$ cat src/rtl/cso_pkg.sv
package cso_pkg;
  typedef enum logic [1:0] {
    FL_IDLE = 2'd0,
    FL_FULL = 2'd1,
    FL_PAD  = 2'd2,
    FL_TAIL = 2'd3
  } flush_e;
endpackage

$ cat src/rtl/cso_rank.sv
module cso_rank #(
  parameter int N      = 4,
  parameter int RANK_W = 2,
  parameter int CNT_W  = 3
) (
  input  logic [N-1:0]        wen_i,
  output logic [N*RANK_W-1:0] rank_o,
  output logic [CNT_W-1:0]    cnt_o
);
  for (genvar i = 0; i < N; i++) begin : g_lane
    logic [RANK_W-1:0] r;
    always_comb begin
      r = '0;
      for (int k = 0; k < N; k++) begin
        if (k < i && wen_i[k]) r = r + RANK_W'(1);
      end
    end
    assign rank_o[i*RANK_W +: RANK_W] = r;
  end

  always_comb begin
    cnt_o = '0;
    for (int k = 0; k < N; k++) begin
      if (wen_i[k]) cnt_o = cnt_o + CNT_W'(1);
    end
  end
endmodule

$ cat src/rtl/cso_xbar.sv
module cso_xbar #(
  parameter int N      = 4,
  parameter int W      = 8,
  parameter int SLOT_W = 3,
  parameter int RANK_W = 2
) (
  input  logic [SLOT_W-1:0]   ptr_i,
  input  logic [N-1:0]        wen_i,
  input  logic [N*RANK_W-1:0] rank_i,
  input  logic [N*W-1:0]      lane_data_i,
  input  logic [2*N*W-1:0]    buf_i,
  output logic [2*N*W-1:0]    buf_o
);
  localparam int SLOTS = 2 * N;

  logic [SLOT_W-1:0] dest [N];

  for (genvar i = 0; i < N; i++) begin : g_dest
    // wraps modulo 2N because 2N is a power of two
    assign dest[i] = ptr_i + SLOT_W'(rank_i[i*RANK_W +: RANK_W]);
  end

  for (genvar j = 0; j < SLOTS; j++) begin : g_slot
    logic [W-1:0] word;
    always_comb begin
      word = buf_i[j*W +: W];
      for (int i = 0; i < N; i++) begin
        if (wen_i[i] && dest[i] == SLOT_W'(j)) word = lane_data_i[i*W +: W];
      end
    end
    assign buf_o[j*W +: W] = word;
  end
endmodule

$ cat src/rtl/cso_flush.sv
module cso_flush
  import cso_pkg::*;
#(
  parameter int N      = 4,
  parameter int W      = 8,
  parameter int SLOT_W = 3,
  parameter int CNT_W  = 3
) (
  input  logic               clk_i,
  input  logic               rst_ni,
  input  logic               acc_i,
  input  logic               fin_i,
  input  logic [W-1:0]       null_i,
  input  logic [CNT_W-1:0]   cnt_i,
  input  logic [2*N*W-1:0]   buf_nxt_i,
  output logic [SLOT_W-1:0]  ptr_o,
  output logic [2*N*W-1:0]   buf_o,
  output logic               we_o,
  output logic [N*W-1:0]     data_o,
  output logic               done_o,
  output logic               done_nxt_o,
  output logic               pend_o
);
  localparam int HALF_W = SLOT_W - 1;
  localparam int ROW_W  = N * W;

  logic [SLOT_W-1:0] ptr_q, ptr_adv, sum_low;
  logic [HALF_W-1:0] rem;
  logic              old_side, cur_side, fills, need_pad, split;
  logic [ROW_W-1:0]  full_row, cur_row, pad_row, pend_row_q;
  logic [2*ROW_W-1:0] buf_q;
  logic              pend_q;
  flush_e            kind;

  assign old_side = ptr_q[SLOT_W-1];
  assign sum_low  = {1'b0, ptr_q[HALF_W-1:0]} + SLOT_W'(cnt_i);
  assign fills    = acc_i && sum_low[SLOT_W-1];
  assign ptr_adv  = acc_i ? ptr_q + SLOT_W'(cnt_i) : ptr_q;
  assign rem      = ptr_adv[HALF_W-1:0];
  assign cur_side = ptr_adv[SLOT_W-1];
  assign need_pad = fin_i && (rem != '0);
  assign split    = !pend_q && fills && need_pad;

  assign full_row = old_side ? buf_nxt_i[ROW_W +: ROW_W] : buf_nxt_i[0 +: ROW_W];
  assign cur_row  = cur_side ? buf_nxt_i[ROW_W +: ROW_W] : buf_nxt_i[0 +: ROW_W];

  for (genvar k = 0; k < N; k++) begin : g_pad
    assign pad_row[k*W +: W] = (HALF_W'(k) < rem) ? cur_row[k*W +: W] : null_i;
  end

  always_comb begin
    kind = FL_IDLE;
    if (pend_q)        kind = FL_TAIL;
    else if (fills)    kind = FL_FULL;
    else if (need_pad) kind = FL_PAD;
  end

  assign done_nxt_o = pend_q || (fin_i && !split);

  always_ff @(posedge clk_i or negedge rst_ni) begin
    if (!rst_ni) begin
      ptr_q      <= '0;
      buf_q      <= '0;
      pend_q     <= 1'b0;
      pend_row_q <= '0;
      we_o       <= 1'b0;
      data_o     <= '0;
      done_o     <= 1'b0;
    end else begin
      buf_q  <= buf_nxt_i;
      ptr_q  <= fin_i ? '0 : ptr_adv;
      pend_q <= split;
      if (split) pend_row_q <= pad_row;
      we_o   <= (kind != FL_IDLE);
      done_o <= done_nxt_o;
      unique case (kind)
        FL_FULL: data_o <= full_row;
        FL_PAD:  data_o <= pad_row;
        FL_TAIL: data_o <= pend_row_q;
        default: data_o <= data_o;
      endcase
    end
  end

  assign ptr_o  = ptr_q;
  assign buf_o  = buf_q;
  assign pend_o = pend_q;
endmodule

$ cat src/rtl/cso_compressor.sv
module cso_compressor #(
  parameter int NUM_LANES = 4,
  parameter int DATA_W    = 8,
  parameter int TOTAL_W   = 16
) (
  input  logic                        clk_i,
  input  logic                        rst_ni,
  input  logic                        valid_i,
  input  logic [NUM_LANES-1:0]        wen_i,
  input  logic [NUM_LANES*DATA_W-1:0] lane_data_i,
  input  logic                        finish_i,
  input  logic [DATA_W-1:0]           null_val_i,
  output logic                        stream_we_o,
  output logic [NUM_LANES*DATA_W-1:0] stream_data_o,
  output logic                        done_o,
  output logic [TOTAL_W-1:0]          total_o
);
  localparam int SLOT_W = $clog2(2 * NUM_LANES);
  localparam int RANK_W = $clog2(NUM_LANES);
  localparam int CNT_W  = $clog2(NUM_LANES + 1);
  localparam int ROW_W  = NUM_LANES * DATA_W;

  logic                   busy_q, acc, fin_acc;
  logic                   s1_valid_q, s1_fin_q;
  logic [NUM_LANES-1:0]   s1_wen_q, wen_g;
  logic [ROW_W-1:0]       s1_data_q;
  logic [DATA_W-1:0]      s1_null_q;
  logic [NUM_LANES*RANK_W-1:0] rank_w, s1_rank_q;
  logic [CNT_W-1:0]       cnt_w, s1_cnt_q;
  logic [SLOT_W-1:0]      ptr_w;
  logic [2*ROW_W-1:0]     buf_w, buf_nxt_w;
  logic                   done_nxt_w, pend_w, restart_q;

  assign acc     = valid_i && !busy_q;
  assign fin_acc = finish_i && !busy_q;
  assign wen_g   = acc ? wen_i : '0;

  cso_rank #(.N(NUM_LANES), .RANK_W(RANK_W), .CNT_W(CNT_W)) u_rank (
    .wen_i (wen_g),
    .rank_o(rank_w),
    .cnt_o (cnt_w)
  );

  // control-generation stage
  always_ff @(posedge clk_i or negedge rst_ni) begin
    if (!rst_ni) begin
      s1_valid_q <= 1'b0;
      s1_fin_q   <= 1'b0;
      s1_wen_q   <= '0;
      s1_data_q  <= '0;
      s1_null_q  <= '0;
      s1_rank_q  <= '0;
      s1_cnt_q   <= '0;
      busy_q     <= 1'b0;
    end else begin
      s1_valid_q <= acc;
      s1_fin_q   <= fin_acc;
      s1_wen_q   <= wen_g;
      s1_data_q  <= lane_data_i;
      s1_null_q  <= null_val_i;
      s1_rank_q  <= rank_w;
      s1_cnt_q   <= cnt_w;
      if (fin_acc)         busy_q <= 1'b1;
      else if (done_nxt_w) busy_q <= 1'b0;
    end
  end

  cso_xbar #(.N(NUM_LANES), .W(DATA_W), .SLOT_W(SLOT_W), .RANK_W(RANK_W)) u_xbar (
    .ptr_i      (ptr_w),
    .wen_i      (s1_wen_q),
    .rank_i     (s1_rank_q),
    .lane_data_i(s1_data_q),
    .buf_i      (buf_w),
    .buf_o      (buf_nxt_w)
  );

  cso_flush #(.N(NUM_LANES), .W(DATA_W), .SLOT_W(SLOT_W), .CNT_W(CNT_W)) u_flush (
    .clk_i     (clk_i),
    .rst_ni    (rst_ni),
    .acc_i     (s1_valid_q),
    .fin_i     (s1_fin_q),
    .null_i    (s1_null_q),
    .cnt_i     (s1_cnt_q),
    .buf_nxt_i (buf_nxt_w),
    .ptr_o     (ptr_w),
    .buf_o     (buf_w),
    .we_o      (stream_we_o),
    .data_o    (stream_data_o),
    .done_o    (done_o),
    .done_nxt_o(done_nxt_w),
    .pend_o    (pend_w)
  );

  always_ff @(posedge clk_i or negedge rst_ni) begin
    if (!rst_ni) begin
      total_o   <= '0;
      restart_q <= 1'b0;
    end else begin
      if (s1_valid_q) total_o <= (restart_q ? '0 : total_o) + TOTAL_W'(s1_cnt_q);
      if (done_nxt_w)      restart_q <= 1'b1;
      else if (s1_valid_q) restart_q <= 1'b0;
    end
  end
endmodule

$ cat config.mk
export PLATFORM = sky130hd
export DESIGN_NAME = cso_compressor
export DESIGN_NICKNAME = d
export VERILOG_FILES = /design/src/rtl/cso_pkg.sv /design/src/rtl/cso_rank.sv /design/src/rtl/cso_xbar.sv /design/src/rtl/cso_flush.sv /design/src/rtl/cso_compressor.sv
export SDC_FILE = /design/constraint.sdc
export NUM_CORES = 1
export LEC_CHECK = 0
export BUFFER_PORTS_ARGS = -buffer_cell sky130_fd_sc_hd__buf_2
export CAP_MARGIN = 10
export CORE_MARGIN = 1.5
export CORE_UTILIZATION = 55
export DETAILED_ROUTE_END_ITERATION = 16
export GPL_TIMING_DRIVEN = 0
export MAX_ROUTING_LAYER = met4
export PLACE_DENSITY = 0.79
export SLEW_MARGIN = 10
export SYNTH_ARGS = -nofsm -noshare
export SYNTH_HDL_FRONTEND = slang
export SYNTH_SLANG_ARGS = --single-unit
$ cat constraint.sdc
create_clock -name clk_i -period 3.6 [get_ports clk_i]
set_input_delay 0.36 -clock clk_i [delete_from_list [all_inputs] [get_ports clk_i]]
set_output_delay 0.36 -clock clk_i [all_outputs]
set_load 0.02 [all_outputs]
# After elaboration in Yosys (flattened, before gate mapping)
# Index checks and enable logic that the tools add are counted.
dict set report totals {
  regBits 207
  latchBits 0
  mem_bits_rw 0
  rom_bits 0
  in_bits 48
  out_inout_bits 50
  mem_count 0
}
dict set report op_classes {
  add_sub_neg 11
  multipliers 0
  div 0
  n_lt_le_gt_ge 4
  eq_ne 31
  shift 0
  n_mux 57
  bitwise_logic 0
  reduce_logical 52
}
# operator n
set ops {}
lappend ops {{8-bit 2-to-1 mux} 36}
lappend ops {{32-bit one-hot mux with 3 select lines} 1}
lappend ops {{32-bit 2-to-1 mux} 2}
lappend ops {{3-bit equality test (second input constant)} 16}
lappend ops {{1-bit logical AND} 39}
lappend ops {{3-bit by 2-bit equality test with 1-bit output (second input constant)} 8}
lappend ops {{16-bit by 3-bit adder with 16-bit output} 1}
lappend ops {{16-bit 2-to-1 mux} 1}
lappend ops {{3-bit 2-to-1 mux} 5}
lappend ops {{3-bit by 1-bit equality test with 1-bit output (second input constant)} 4}
lappend ops {{3-bit logical NOT} 4}
lappend ops {{2-bit 2-to-1 mux} 5}
lappend ops {{3-bit by 1-bit adder with 3-bit output (second input constant)} 3}
lappend ops {{3-bit by 2-bit adder with 3-bit output} 3}
lappend ops {{2-bit nonzero test} 4}
lappend ops {{1-bit 2-to-1 mux} 6}
lappend ops {{2-bit equality test (second input constant)} 2}
lappend ops {{1-bit by 2-bit < comparator with 1-bit output (first input constant)} 2}
lappend ops {{2-bit < comparator (first input constant)} 2}
lappend ops {{4-bit 2-to-1 mux} 1}
lappend ops {{2-bit by 3-bit adder with 3-bit output} 1}
lappend ops {{3-bit adder} 1}
lappend ops {{1-bit logical NOT} 3}
lappend ops {{3-bit nonzero test} 1}
lappend ops {{4 further kinds} 4}

# Longest topological paths before layout
# Gate-level depths: netlist of run 1.
dict set report depth {
  word_depth 10
  ltp_mapped 11
  ltp_nobuf 10
}

# Hierarchy
# From an unflattened synthesis of run 1, not the netlist that was laid out.
dict set report hier_totals {
  hier_cells 1191
  hier_area_um2 11521.0
}
# module n_inst cells_per_inst area_each_um2 seq_area_each_um2
set modules_own_cells {}
lappend modules_own_cells {cso_flush 1 566 5958.2 3353.2}
lappend modules_own_cells {cso_xbar 1 443 2976.6 0.0}
lappend modules_own_cells {cso_compressor 1 160 2437.3 1876.8}
lappend modules_own_cells {cso_rank 1 22 148.9 0.0}

# Least setup slack after synthesis of run 1
# No wires, ideal clock.
dict set report synth_path {
  path_type {reg2reg}
  from {register u_flush.ptr_q[1], in the netlist u_flush.ptr_o[1]}
  to {register u_flush.data_o[23]}
  arrival_ns 2.849
  setup_slack_ns 0.611
  path_stages_with_launch 10
  synth_period_minus_slack_ns 2.989
  cell_sequence {dfrtp_1 -> buf_2 -> inv_1 -> fa_1 -> or3b_2 -> o22ai_1 -> a211o_1 -> a21oi_1 -> a2111oi_0 -> a211oi_1}
}
dict set report synth_between {
  elab_chain_cells 9
  word_cells_on_any_way 45
}
# item line_no
set synth_rtl {}
lappend synth_rtl {{start: declaration} cso_flush.sv:27} ;# logic [SLOT_W-1:0] ptr_q, ptr_adv, sum_low;
lappend synth_rtl {{start signal: assignment} cso_flush.sv:71} ;# ptr_q <= fin_i ? '0 : ptr_adv;
lappend synth_rtl {{3-bit by 2-bit adder with 3-bit output, or another cell as far along} cso_xbar.sv:20} ;# assign dest[i] = ptr_i + SLOT_W'(rank_i[i*RANK_W +: RANK_W]);
lappend synth_rtl {{3-bit by 2-bit equality test with 1-bit output, or another cell as far along} cso_xbar.sv:28} ;# if (wen_i[i] && dest[i] == SLOT_W'(j)) word = lane_data_i[i*W +: W];
lappend synth_rtl {{1-bit logical AND, or another cell as far along} cso_xbar.sv:28}
lappend synth_rtl {{8-bit 2-to-1 mux / 1-bit logical AND (equally long branches)} {cso_xbar.sv:28, cso_flush.sv:41}}
lappend synth_rtl {{8-bit 2-to-1 mux / 2-bit 2-to-1 mux (equally long branches)} {cso_xbar.sv:28, cso_flush.sv:55}}
lappend synth_rtl {{8-bit 2-to-1 mux / 2-bit 2-to-1 mux (equally long branches)} {cso_xbar.sv:28, cso_flush.sv:54}}
lappend synth_rtl {{32-bit 2-to-1 mux / 2-bit 2-to-1 mux (equally long branches)} {cso_flush.sv:45, cso_flush.sv:53}}
lappend synth_rtl {{8-bit 2-to-1 mux, or another cell as far along} cso_flush.sv:48} ;# assign pad_row[k*W +: W] = (HALF_W'(k) < rem) ? cur_row[k*W +: W] : null_i;
lappend synth_rtl {{32-bit one-hot mux with 3 select lines / 3-bit nonzero test (equally long branches)} --}
lappend synth_rtl {{end signal: assignment} cso_flush.sv:77} ;# FL_FULL: data_o <= full_row;
lappend synth_rtl {{end signal: assignment} cso_flush.sv:78} ;# FL_PAD: data_o <= pad_row;
lappend synth_rtl {{end signal: assignment} cso_flush.sv:79} ;# FL_TAIL: data_o <= pend_row_q;
lappend synth_rtl {{end: declaration} cso_flush.sv:19} ;# output logic [N*W-1:0] data_o,
# Parallel ways exist; a longest one is shown, timed or not.
# A chain may end at the register's enable or synchronous reset.

# Worst setup path in the final report of run 1
dict set report layout_path {
  from {register u_flush.ptr_q[0], in the netlist u_flush.ptr_o[0]}
  to {register u_flush.pend_row_q[4]}
}
dict set report layout_between {
  elab_chain_cells 8
  word_cells_on_any_way 38
}
# item line_no
set layout_rtl {}
lappend layout_rtl {{3-bit by 2-bit adder with 3-bit output, or another cell as far along} cso_xbar.sv:20}
lappend layout_rtl {{3-bit equality test, or another cell as far along} cso_xbar.sv:28}
lappend layout_rtl {{1-bit logical AND / 8-bit 2-to-1 mux (equally long branches)} cso_xbar.sv:28}
lappend layout_rtl {{8-bit 2-to-1 mux (3 in a row)} cso_xbar.sv:28}
lappend layout_rtl {{32-bit 2-to-1 mux} cso_flush.sv:45} ;# assign cur_row = cur_side ? buf_nxt_i[ROW_W +: ROW_W] : buf_nxt_i[0 +: ROW_W];
lappend layout_rtl {{8-bit 2-to-1 mux} cso_flush.sv:48}
lappend layout_rtl {{end signal: assignment} cso_flush.sv:73} ;# if (split) pend_row_q <= pad_row;
lappend layout_rtl {{end: declaration} cso_flush.sv:30} ;# logic [ROW_W-1:0] full_row, cur_row, pad_row, pend_row_q;
# Parallel ways exist; a longest one is shown, timed or not.

==> results of run 1 <==
-- per-layer routing --
metal  track usage  routed length [um]
met3        0.0809                4550
met1         0.511               16300
met5             -                   0
met2         0.579               18400
met4         0.224                2740
-- through the flow --
stage          hold WS (ns)  setup TNS, ns  cell area (sq um)  worst slack (ns)   util
2_1_floorplan        0.0644              0              11500             0.611      -
3_3_place_gp          0.460        -265.25              12400             -1.31  0.606
3_5_place_dp          0.447          -1.89              12400            -0.184  0.608
4_1_cts              0.0714              0              13800           0.00385  0.674
5_1_grt               0.108              0              14000           0.00306  0.686
6_report             0.0821              0              14000            0.0304  0.686
-- registers in the layout, indices dropped and copies added, names as in the netlist, 4 cells and up --
signal / count
u_flush.pend_row_q: 32
total_o: 16
u_flush.buf_o: 64
u_flush.data_o: 32
s1_wen_q: 4
s1_null_q: 8
s1_rank_q: 4
s1_data_q: 32
-- kinds of logic (layout without fill, tap and decap cells) --
family                   Yosys count  count (layout)  synth area share
adder cells (fa/ha/maj)           16              16            0.0199
buffers and inverters            127             319            0.0461
AND/OR/NAND/NOR                  438             438             0.181
AO/OA/AOI/OAI                    359             359             0.225
XOR/XNOR                          25              25            0.0222
flip-flops                       205             205             0.444
multiplexers                      71              71            0.0619
-- cell type report --
cell class | instances | area (sq um) | area share
well taps | 270 | 338 | 0.0241
inverters | 24 | 90.1 | 0.00643
clock buffers | 29 | 648 | 0.0463
flip-flops and latches | 205 | 5130 | 0.366
plain buffers | 102 | 445 | 0.0318
multi-input cells | 909 | 6060 | 0.433
repair buffers | 152 | 1030 | 0.0736
clock inverters | 12 | 260 | 0.0186
-- layout by cell type (no fill, tap or decap), drive strengths merged, types with 15 or more instances in the layout --
cell type,synthesis,layout
inv,24,24
a221oi,16,16
a211oi,93,93
dfrtp,205,205
clkbuf,60,90
a31oi,20,20
o21ai,33,33
nor2,86,86
xor2,15,15
buf,43,152
dlygate4sd3,0,41
nor3,86,86
and3,18,18
nand2,160,160
mux2i,68,68
a211o,19,19
a21oi,65,65
nand3,18,18
-- what timing repair did --
| action | 4_1_cts | 5_1_grt |
|---|---|---|
| pin swaps | 0 | 6 |
| setup buffers | 0 | 13 |
| gates resized for setup | 9 | 31 |
| gates cloned | 0 | 0 |
| setup endpoints to repair | 39 | 54 |
| hold buffers | 41 | 0 |
| hold endpoints to repair | 140 | 0 |
-- worst paths after layout --
check,end,depth (start not counted),from,slack [ns]
max,u_flush.pend_row_q[4],9,u_flush.ptr_o[0],0.03
min,s1_fin_q,2,finish_i,0.08
max reg2reg,u_flush.pend_row_q[4],9,u_flush.ptr_o[0],0.03
min reg2reg,u_flush.pend_row_q[31],2,u_flush.pend_row_q[31],0.48
max in group asynchronous,u_flush.data_o[18],3,rst_ni,2.12
min in group asynchronous,s1_data_q[5],2,rst_ni,0.47
-- power by group through the flow --
stage,Sequential (mW),Combinational (mW),Clock [mW]
after floorplan,3.16,1.14,0
after global placement,2.97,1.98,0
after detailed placement,2.98,2.04,0
after CTS,2.95,2.09,2.84
after global routing,2.99,2.32,2.92
final,2.95,2.16,2.84
==> results.sh, run 1 <==
export IMPL_status="finished clean"
export IMPL_synthesis_area_sq_um=11500
export IMPL_peakVddDrop_mv=0.455
export IMPL_grt_max_degree=106
export IMPL_synthArstFlopShare=1.00
export IMPL_grt_setup_unrepaired="no"
export IMPL_core_sq_um=20400
export IMPL_cts_tree="done"
export IMPL_clkSinkCount=205
export IMPL_area_growth_pct=21.3
export IMPL_clockBufferDepth=3
export IMPL_crit_path_max_incr_delay_ns=0.73
export IMPL_synth_avg_cell_area_sq_um=9.30
export IMPL_drtPass1Iterations=5
export IMPL_grt_pass1_wl_mm=63.5
export IMPL_setup_viol=0
export IMPL_diodes=0
export IMPL_std_cell_rows=52
export IMPL_post_dp_hpwl_mm=28.5
export IMPL_ys_top_cells_by_area="dfrtp_1, a211oi_1, mux2i_1"
export IMPL_powerDensity_nw_per_um2=568
export IMPL_yosys_register_bits=205
export IMPL_hp_class="in -> reg"
export IMPL_pwr_share_seq=0.371
export IMPL_layout_min_cycle_time_ns=3.57
export IMPL_die_area_sq_um=21900
export IMPL_synth_commonest_cells="dfrtp_1, nand2_1, a211oi_1, nor2_1, nor3_1"
export IMPL_cp_slowest_cell="buf_1"
export IMPL_viasPerCell=6.69
export IMPL_final_nets=1481
export IMPL_power_mw=7.95
export IMPL_critical_path_max_fanout=10
export IMPL_yosys_warnings=0
export IMPL_worst_slew_pin_slew_ns=0.971
export IMPL_synthFlopType="dfrtp_1"
export IMPL_path_class="reg -> reg"
export IMPL_antenna_found_initial=0
export IMPL_yosysSeqAreaShare=0.444
export IMPL_via_count=11400
export IMPL_drc=0
export IMPL_clkLatencyLatePin_ns=0.52
export IMPL_leakage_nw=6.35
export IMPL_endpoint_kind="flop"
export IMPL_path_clk_slew_ns=0.06
export IMPL_arrival_ns=3.98
export IMPL_start_util=0.565
export IMPL_max_freq_mhz=280
export IMPL_wl_mm=42.0
export IMPL_ant_nets=0
export IMPL_first_iter_violations=1373
export IMPL_cp_top_family="buffers and inverters"
export IMPL_dieHeight_um=148
export IMPL_synth_top_cell_area_share=0.444
export IMPL_slew_violations=0
export IMPL_hold_viol=0
export IMPL_ys_types=68
export IMPL_grt_overflow=0
export IMPL_io_buffers=97
export IMPL_synth_largest_area_cell="dfrtp_1"
export IMPL_io_pins=98
export IMPL_fin_crit_sh=0.992
export IMPL_wl_per_cell_um=24.7
export IMPL_synth_edff_count=0
export IMPL_combPwrFrac=0.272
export IMPL_cts_buffers_inserted=23
export IMPL_power_switching_mw=2.58
export IMPL_grt_use_total=0.395
export IMPL_maxCapViolCount=0
export IMPL_layout_drive_gt1_share=0.163
export IMPL_intPower_mw=5.37
export IMPL_max_slew_margin_rel=0.353
export IMPL_required_ns=4.01
export IMPL_grt_pass1_vias=11100
export IMPL_path_cells="ha_1 -> fa_1 -> xnor2_1 -> o21ai_0 -> and2_1 -> clkbuf_1 -> buf_1 -> a211oi_1 -> a21o_1"
export IMPL_dp_cells=1609
export IMPL_fin_skew_ns=0.0125
export IMPL_syn_inst=1241
export IMPL_chipWidth_um=148
export IMPL_syn_nets=1305
export IMPL_p_sw_frac=0.325
export IMPL_start_kind="flop"
export IMPL_clkPwrFrac=0.357
export IMPL_cts_root_buf="clkbuf_16"
export IMPL_final_cells=1703
export IMPL_fillCellCount=1680
export IMPL_gp_congestion=1.02
export IMPL_yosys_cell_count_top_type="dfrtp_1"
export IMPL_path_buf_inv=2
export IMPL_cts_htree_levels=1
Note: power is estimated with default switching activity, not from simulation.
==> run 2: changes to the inputs <==
--- a/config.mk
+++ b/config.mk
@@ -9,6 +9,7 @@
 export CAP_MARGIN = 10
 export CORE_MARGIN = 1.5
 export CORE_UTILIZATION = 55
+export CTS_BUF_LIST = sky130_fd_sc_hd__clkbuf_4
 export DETAILED_ROUTE_END_ITERATION = 16
 export GPL_TIMING_DRIVEN = 0
 export MAX_ROUTING_LAYER = met4
==> run 2 against run 1 <==
Against the previous run:
- clock skew is 0.018 ns higher
- critical endpoint is now u_flush.pend_row_q[2]
- sequential cell count stayed put
- cell area is 0.96% lower
==> results.sh, run 2 (synthesis results as in run 1) <==
export IMPL_status="finished clean"
export IMPL_largest_reg_flops=64
export IMPL_path_class="reg -> reg"
export IMPL_cts_root_buf="clkbuf_4"
export IMPL_fin_crit_sh=0.992
export IMPL_cp_top_family="buffers and inverters"
export IMPL_worst_slew_pin_slew_ns=0.990
export IMPL_combPwrFrac=0.296
export IMPL_rr_worst_depth=9
export IMPL_path_clk_slew_ns=0.09
export IMPL_antenna_found_initial=1
export IMPL_path_cells="ha_1 -> fa_1 -> xnor2_1 -> o21ai_0 -> and2_1 -> clkbuf_1 -> buf_1 -> a211oi_1 -> a21o_1"
export IMPL_maxCapViolCount=0
export IMPL_p_sw_frac=0.361
export IMPL_powerDensity_nw_per_um2=527
export IMPL_start_kind="flop"
export IMPL_start_util=0.565
export IMPL_grt_use_total=0.397
export IMPL_die_area_sq_um=21900
export IMPL_max_slew_margin_rel=0.335
export IMPL_area_growth_pct=20.2
export IMPL_place_area_sq_um=12400
export IMPL_slew_violations=0
export IMPL_dieHeight_um=148
export IMPL_cp_slowest_cell="buf_1"
export IMPL_arrival_ns=4.15
export IMPL_io_pins=98
export IMPL_endpoint_kind="flop"
export IMPL_post_dp_hpwl_mm=28.5
export IMPL_peakVddDrop_mv=0.344
export IMPL_layout_min_cycle_time_ns=3.57
export IMPL_wl_mm=42.3
export IMPL_clkSinkCount=205
export IMPL_fin_skew_ns=0.0302
export IMPL_drtPass1Iterations=6
export IMPL_pwr_share_seq=0.404
export IMPL_crit_path_max_incr_delay_ns=0.75
export IMPL_first_iter_violations=1325
export IMPL_via_count=11700
export IMPL_r2r_setup_slack_ns=0.03
export IMPL_design_area_sq_um=13900
export IMPL_layout_drive_gt1_share=0.187
export IMPL_hp_class="in -> async"
export IMPL_core_sq_um=20400
export IMPL_drc=0
export IMPL_layout_commonest_cell="dfrtp_1"
export IMPL_multiInputGateArea_sq_um=6050
export IMPL_max_freq_mhz=280
export IMPL_io_buffers=97
export IMPL_r2r_start="u_flush.ptr_o[0]"
export IMPL_wl_per_cell_um=23.9
export IMPL_clkLatencyLatePin_ns=0.70
export IMPL_hold_viol=0
export IMPL_power_switching_mw=2.64
export IMPL_leakage_nw=6.36
export IMPL_required_ns=4.18
export IMPL_path_buf_inv=2
export IMPL_grt_pass1_vias=11300
export IMPL_tns_ns=0
export IMPL_crit_end="u_flush.pend_row_q[2]"
export IMPL_std_cell_rows=52
export IMPL_path_depth=9
export IMPL_cts_tree="done"
export IMPL_gp_congestion=1.02
export IMPL_grt_overflow=0
export IMPL_final_cell_mix="dfrtp_1, nand2_1, buf_2"
export IMPL_crit_start="u_flush.ptr_o[0]"
export IMPL_viasPerCell=6.59
export IMPL_cts_htree_levels=2
export IMPL_chipWidth_um=148
export IMPL_setup_viol=0
export IMPL_clockBufferDepth=3
export IMPL_ant_nets=0
export IMPL_cts_buffers_inserted=56
export IMPL_grt_pass1_wl_mm=63.7
export IMPL_regArea_sq_um=5130
export IMPL_grt_max_degree=106
export IMPL_intPower_mw=4.68
export IMPL_critical_path_max_fanout=10
export IMPL_fillCellCount=1723
export IMPL_r2r_end="u_flush.pend_row_q[2]"
export IMPL_clkPwrFrac=0.300
export IMPL_final_nets=1519
run 2: layout make-up:
class / count / share of cell area
clock buffer: 85 / 0.0460
timing repair buffer: 157 / 0.0781
tap: 270 / 0.0243
buffer: 102 / 0.0321
clock inverter: 17 / 0.00676
inverter: 24 / 0.00649
antenna: 1 / 0.000180
sequential: 205 / 0.370
multi-input combinational: 909 / 0.436
run 2: layer usage:
layer  wire [um]  vias up  global-route usage
met3        4800      209              0.0985
met1       16200     5577               0.501
met2       18600      834               0.584
met5           0        -                   -
li1            -     5040                   -
met4        2670        0               0.221
run 2: how the worst min path moves through the flow:
stage                                       from  cells past startpoint  slack (ns)                     end
after global routing             lane_data_i[26]                      2        0.29           s1_data_q[26]
after CTS                         lane_data_i[9]                      2        0.27            s1_data_q[9]
after detailed placement                  rst_ni                      1        0.45            s1_data_q[5]
final                                     rst_ni                      2        0.30       u_flush.buf_o[22]
after floorplan                           rst_ni                      0        0.06                  busy_q
after global placement    u_flush.pend_row_q[31]                      2        0.46  u_flush.pend_row_q[31]
run 2: per-stage QoR:
| stage | total power [mW] | util | hold WS, ns | worst slack, ns | instances |
|---|---|---|---|---|---|
| 4_1_cts | 7.24 | 0.669 | 0.266 | 0.0277 | 1758 |
| 5_1_grt | 7.61 | 0.679 | 0.286 | -0.0110 | 1770 |
| 3_3_place_gp | 4.96 | 0.606 | 0.460 | -1.31 | 1608 |
| 6_report | 7.31 | 0.679 | 0.299 | 0.0297 | 1770 |
| 3_5_place_dp | 5.02 | 0.608 | 0.447 | -0.184 | 1609 |
| 2_1_floorplan | 4.30 | - | 0.0644 | 0.611 | 1241 |
run 2: worst register-to-register path: stages (launching register included):
cell and delay, ns:
dfrtp_1 0.47, ha_1 0.23, fa_1 0.41, xnor2_1 0.18, o21ai_0 0.27, and2_1 0.17
clkbuf_1 0.58, buf_1 0.75, a211oi_1 0.21, a21o_1 0.20
run 2: timing repair:
action | 4_1_cts | 5_1_grt
resized for setup | 10 | 27
pin swaps | 0 | 4
buffers inserted | 0 | 12
hold buffers | 47 | 0
setup endpoints to repair | 36 | 56
hold endpoints to repair | 148 | 0
run 2: power groups by stage:
stage / registers [mW] / logic, mW / clock network [mW]
finish: 2.95 / 2.17 / 2.20
global route: 2.99 / 2.31 / 2.31
detailed placement: 2.98 / 2.04 / 0
floorplan: 3.16 / 1.14 / 0
global placement: 2.97 / 1.98 / 0
CTS: 2.94 / 2.09 / 2.20
